File: src/rtl/sh_timer.sv
module sh_timer #(
  parameter int CW = 16
) (
  input  logic          clk,
  input  logic          rst_n,
  input  logic          sh_a,
  input  logic          sh_b,
  input  logic          sel_b,
  input  logic          period_mode,
  input  logic          upd,
  input  logic          rd,
  output logic [CW-1:0] result,
  output logic          result_vld
);
  localparam logic [CW-1:0] CMAX = '1;
  localparam logic [CW-1:0] CONE = CW'(1);

  logic [1:0]    sync_a, sync_b;
  logic          prev;
  logic [CW-1:0] cnt;
  logic          cur, cap, restart;

  assign cur     = sel_b ? sync_b[1] : sync_a[1];
  assign cap     = cur & ~prev;
  assign restart = period_mode ? cap : upd;

  always_ff @(posedge clk or negedge rst_n) begin
    if (!rst_n) begin
      sync_a <= '0;
      sync_b <= '0;
      prev   <= 1'b0;
    end else begin
      sync_a <= {sync_a[0], sh_a};
      sync_b <= {sync_b[0], sh_b};
      prev   <= cur;
    end
  end

  always_ff @(posedge clk or negedge rst_n) begin
    if (!rst_n)             cnt <= '0;
    else if (restart)       cnt <= CONE;
    else if (cnt != CMAX)   cnt <= cnt + CONE;
  end

  always_ff @(posedge clk or negedge rst_n) begin
    if (!rst_n) begin
      result     <= '0;
      result_vld <= 1'b0;
    end else begin
      if (cap) result <= cnt;
      if (cap)     result_vld <= 1'b1;
      else if (rd) result_vld <= 1'b0;
    end
  end

  a_r8_saturate: assert property (@(posedge clk) disable iff (!rst_n)
    (cnt == CMAX && !restart) |=> cnt == CMAX);
  a_r9_set_on_capture: assert property (@(posedge clk) disable iff (!rst_n)
    cap |=> result_vld);
  a_r9_read_clears: assert property (@(posedge clk) disable iff (!rst_n)
    (rd && !cap) |=> !result_vld);
  a_r10_hold: assert property (@(posedge clk) disable iff (!rst_n)
    !cap |=> $stable(result));
  a_r6_period_restart: assert property (@(posedge clk) disable iff (!rst_n)
    (period_mode && cap) |=> cnt == CONE);
  a_r4_update_restart: assert property (@(posedge clk) disable iff (!rst_n)
    (!period_mode && upd) |=> cnt == CONE);
endmodule

File: config.mk
export PLATFORM = sky130hd
export DESIGN_NAME = sh_timer
export DESIGN_NICKNAME = d
export VERILOG_FILES = /design/src/rtl/sh_timer.sv
export SDC_FILE = /design/constraint.sdc
export NUM_CORES = 1
export LEC_CHECK = 0
export CORE_ASPECT_RATIO = 1.25
export CORE_UTILIZATION = 45
export DETAILED_ROUTE_END_ITERATION = 7
export MAX_ROUTING_LAYER = met4
export PLACE_DENSITY = 0.71
export SLEW_MARGIN = 20
export SYNTH_ARGS = -nofsm -noshare
export SYNTH_HDL_FRONTEND = slang
export SYNTH_SLANG_ARGS = --single-unit
File: constraint.sdc
create_clock -name clk -period 1.6 [get_ports clk]
set_clock_uncertainty 0.05 [all_clocks]
set_input_delay 0.32 -clock clk [delete_from_list [all_inputs] [get_ports clk]]
set_output_delay 0.32 -clock clk [all_outputs]
set_load 0.02 [all_outputs]
Yosys cells after proc, flatten, opt, wreduce, memory -nomap -nowiden
Cells that the tools add are included.
{ "word_totals": {"ff_bits": 38, "word_cells": 18, "output_inout_bits": 17} }
{ "op_classes": {"n_addsub": 1, "n_mux": 6, "n_reduce_logical": 2, "n_eq_ne": 1, "n_bitwise": 2} }
{ "op_table": {"columns": ["op", "count"], "rows": [
  ["two-way mux 16 bit", 2],
  ["adder 16 x 1 -> 16 bit, second input constant", 1],
  ["inequality test 16 bit, second input constant", 1],
  ["two-way mux 1 bit", 4],
  ["nonzero test 2 bit", 2],
  ["bitwise AND 1 bit", 1],
  ["NOT 1 bit", 1]
]} }

Longest topological paths before layout
{ "depth": {"ltp_word": 4, "mapped_depth": 6, "ltp_nobuf": 5} }

Worst setup path after synthesis
Ideal clock, no wire load.
{ "synth_timing": {"kind": "register to register", "from": "register cnt[0]", "to": "register cnt[3]", "stages_incl_launch_ff": 7, "arrival_time_ns": 1.589, "n_path_buf": 1, "t_required_ns": 1.472, "slack_ns": -0.117, "cell_sequence": "dfrtp_1 ha_1 nand3_1 nor4_1 buf_2 or3_2 a21oi_1"} }
{ "synth_via": {"elab_chain_cells": 3, "word_cells_on_any_way": 5, "classes_between": "1 x add/sub; 1 x eq/ne; 2 x mux; 1 x reduce/logical"} }
{ "synth_lines": {"columns": ["item", "line", "rtl"], "rows": [
  ["start: declaration", "20", "logic [CW-1:0] cnt;"],
  ["start signal: assignment", "42", "else if (cnt != CMAX) cnt <= cnt + CONE;"],
  ["adder 16 x 1 -> 16 bit", "42", null],
  ["two-way mux 16 bit", "42", null],
  ["two-way mux 16 bit", "41", "else if (restart) cnt <= CONE;"]
]} }
Parallel ways exist; a longest one is shown, timed or not. The select of a mux whose other input is x is not followed.
A chain may end at the register's enable or synchronous reset.

Final worst setup path
{ "layout_timing": {"from": "register cnt[1]", "to": "register cnt[1]"} }
The elaborated chain is that of the path after synthesis.

==> metrics.md <==
| Metric | Value |
|---|---|
| Status | `complete, but fails checks` |
| Failing checks | `setup timing` |
| Min-Delay Path Class | `register to register` |
| Core area | `~3500 um2` |
| Synth Warn # | `0` |
| Share of cells above drive strength 1 | `0.466` |
| Post-synth EDFFs | `0` |
| Die width | `55.9 um` |
| Pleak | `1.20 nW` |
| Buffers on Ports | `24` |
| Num Clock Sinks | `38` |
| Worst R2R Path Depth | `6` |
| PD cells | `902 nW/um2` |
| Hold-fix buffer count after cts | `0` |
| Slew @ Worst Pin | `0.456 ns` |
| Antenna-violating nets left | `0` |
| Number of max-cap violations | `0` |
| FF-to-FF setup slack | `-0.08 ns` |
| Initial antenna violation count | `0` |
| Total GRT Usage | `0.221` |
| Post-route clock period utilization | `1.05` |
| Antenna Cells | `0` |
| Clk_lat worst skew | `0.29 ns` |
| Synth Flop Type | `dfrtp_1` |
| Avg Inst Size Synth | `12.1 um2` |
| DRC errors left | `0` |
| Number of DRC markers in iteration 0 | `44` |
| Unique cell type count in the Yosys netlist | `35` |
| Dpl hpwl | `2540 um` |
| Crit start category | `register` |
| Setup TNS | `-0.323 ns` |
| Die Y | `around 69 um` |
| Post-synth top area cell | `dfrtp_1` |
| Final GP Congestion | `~0.91` |
| First-pass GRT wire length | `between 6000 and 7000 um` |
| H-tree Lvls | `2` |
| Initial core utilization | `0.469` |
| Highest-delay cell along the critical path | `dfrtp_1` |
| #FFs+latches synth | `38` |
| Setup Viol. Count Final | `6` |
| Max VDD drop | `between 800 and 900 uV` |
| Routed len/inst | `16.7 um` |
| Number of nets in the layout | `213` |
| Worst Path Max Fanout | `5` |
| Pin count of the biggest net entering global routing | `39` |
| Drt total wl | `4060 um` |
| Clk pin slew, worst setup/hold paths | `~0.06 ns` |
| Final-report hold violation count | `0` |
| Reg-to-Reg End | `cnt[1]$_DFFE_PN0P_` |
| Clock Tree Buf Depth | `2` |
| Fin crit period | `1.68 ns` |
| Area growth syn-to-layout | `49.7%` |
| Detailed-router iteration count before antenna repair | `4` |
| Routed vias/inst | `5.65` |
| Syn_nets | `roughly 140` |
| Total clock buffers created by CTS | `5` |
| FMAX | `0.594 GHz` |
| Routed via count | `~1400` |
| Post-synth top cells | `dfrtp_1, mux2_2, nand2_1` |
| Remaining global-route overflow | `0` |
| Hold Path Cell Cnt | `0` |
| Die area | `3880 um2` |
| Crit path cell chain | `ha_4, nand3_4, nor4_4, buf_4, mux2i_1, nor2_1` |
| Hold Path Sink | `sync_a[1]$_DFF_PN0_` |
| Netlist Area Pre-Place | `1630 um2` |
| Area contributors post-synth | `dfrtp_1, mux2_2, a21oi_1` |
| Required time worst endpoint | `1.72 ns` |
| Final worst slack | `-0.0821 ns` |
| Rel. slew slack | `0.693` |
| CTS tree | `done` |
| RSZ-0062 raised after global routing | `yes` |
| Sequential share of the synthesized area | `0.582` |
| FP Rows | `24` |
| Vias in the first global route | `1466` |
| Crit path DAT | `1.81 ns` |
| Critical Path Max Stage Delay | `0.42 ns` |
| Mapped Cells | `around 140` |
| IO Pins | `25` |
| Synth top area share | `0.582` |
| Final Max Slew Viols | `0` |
| Top-count cell post-synth | `dfrtp_1` |
| Crit path kind | `register to register` |
| Root Buffer | `clkbuf_8` |
| HP Start | `sync_a[0]$_DFF_PN0_` |
| Nature of the critical path endpoint | `register` |
| Layout fillers | `approximately 250` |
| Hold WS | `0.299 ns` |
| Worst r2r src | `cnt[1]$_DFFE_PN0P_` |
| Ys async rst share | `1.00` |
cell usage in the layout, fill, tap and decap left out, types with 3 or more instances in the layout:
cell type / count
or4_4: 3
buf_4: 38
or3_4: 4
clkdlybuf4s50_1: 6
clkbuf_8: 5
nand4_1: 4
dlygate4sd2_1: 18
nor2_1: 6
nand2_1: 7
a21oi_2: 6
dfrtp_1: 35
buf_6: 3
dfrtp_2: 3
nor2b_1: 3
mux2_2: 16
o211ai_1: 3
o21ai_0: 4
area by class of cell:
| type | count | area [um2] | area share |
|---|---|---|---|
| Multi-Input combinational cell | 90 | 796 | 0.325 |
| Clock buffer | 7 | 76.3 | 0.0312 |
| Inverter | 3 | 13.8 | 0.00563 |
| Timing Repair Buffer | 66 | 557 | 0.228 |
| Tap cell | 39 | 48.8 | 0.0199 |
| Sequential cell | 38 | 955 | 0.390 |
critical path, delay by kind of cell (launching register included):
kind          cells  cell delay (ns)
simple gates      3             0.51
flops             1             0.42
buf+inv           1             0.21
mux               1             0.20
fa+ha+maj         1             0.17
logic make-up (layout without fill, tap and decap cells):
family	after synthesis	after routing	share of synthesized area
AO/OA/AOI/OAI	26	26	0.0995
XOR/XNOR	2	2	0.0107
adder cells (fa/ha/maj)	1	1	0.00766
buffers and inverters	7	76	0.0184
flip-flops	38	38	0.582
multiplexers	18	18	0.123
AND/OR/NAND/NOR	43	43	0.159
power by group:
group	leakage (nW)	internal, mW	switching, mW
registers	0.502	1.04	0.0690
clock network	0.0383	0.300	0.308
logic	0.665	0.240	0.245
layer usage:
metal / part of all wire / up-vias / track usage
met5: 0 / - / -
met4: 0.020 / 0 / 0.0976
met3: 0.032 / 9 / 0.0634
met2: 0.55 / 34 / 0.378
met1: 0.39 / 691 / 0.237
li1: - / 638 / -
worst max path at each step:
stage | from | endpoint | slack [ns] | cells after the start
after floorplan | cnt[1]$_DFFE_PN0P_ | cnt[3]$_DFFE_PN0P_ | -0.008 | 6
after global placement | sel_b | cnt[13]$_DFFE_PN0P_ | -0.40 | 5
after detailed placement | sel_b | cnt[13]$_DFFE_PN0P_ | -0.44 | 5
after CTS | cnt[10]$_DFFE_PN0P_ | cnt[13]$_DFFE_PN0P_ | -0.06 | 4
after global routing | cnt[5]$_DFFE_PN0P_ | cnt[15]$_DFFE_PN0P_ | -0.20 | 5
final | cnt[1]$_DFFE_PN0P_ | cnt[1]$_DFFE_PN0P_ | -0.08 | 6
flip-flops by register name, summed over array words and instances, names as in the netlist:
register / count
result_vld: 1
cnt: 16
result: 16
prev: 1
sync_a: 2
sync_b: 2
repair_timing:
| action | 4_1_cts | 5_1_grt |
|---|---|---|
| buffers inserted | 5 | 6 |
| endpoints found under the setup margin | 36 | 15 |
| pin swaps | 14 | 15 |
| resized for setup | 29 | 26 |
through the flow:
step | util | worst slack (ns) | area, um2 | power [mW] | cells
floorplan | - | -0.00789 | 1650 | 1.32 | 135
CTS | 0.661 | -0.0624 | 2300 | 2.17 | 237
detailed placement | 0.623 | -0.443 | 2170 | 1.57 | 226
global placement | 0.623 | -0.404 | 2170 | 1.55 | 226
global route | 0.702 | -0.197 | 2450 | 2.31 | 243
finish | 0.702 | -0.0821 | 2450 | 2.21 | 243
Power figures use the tool's default switching activity.
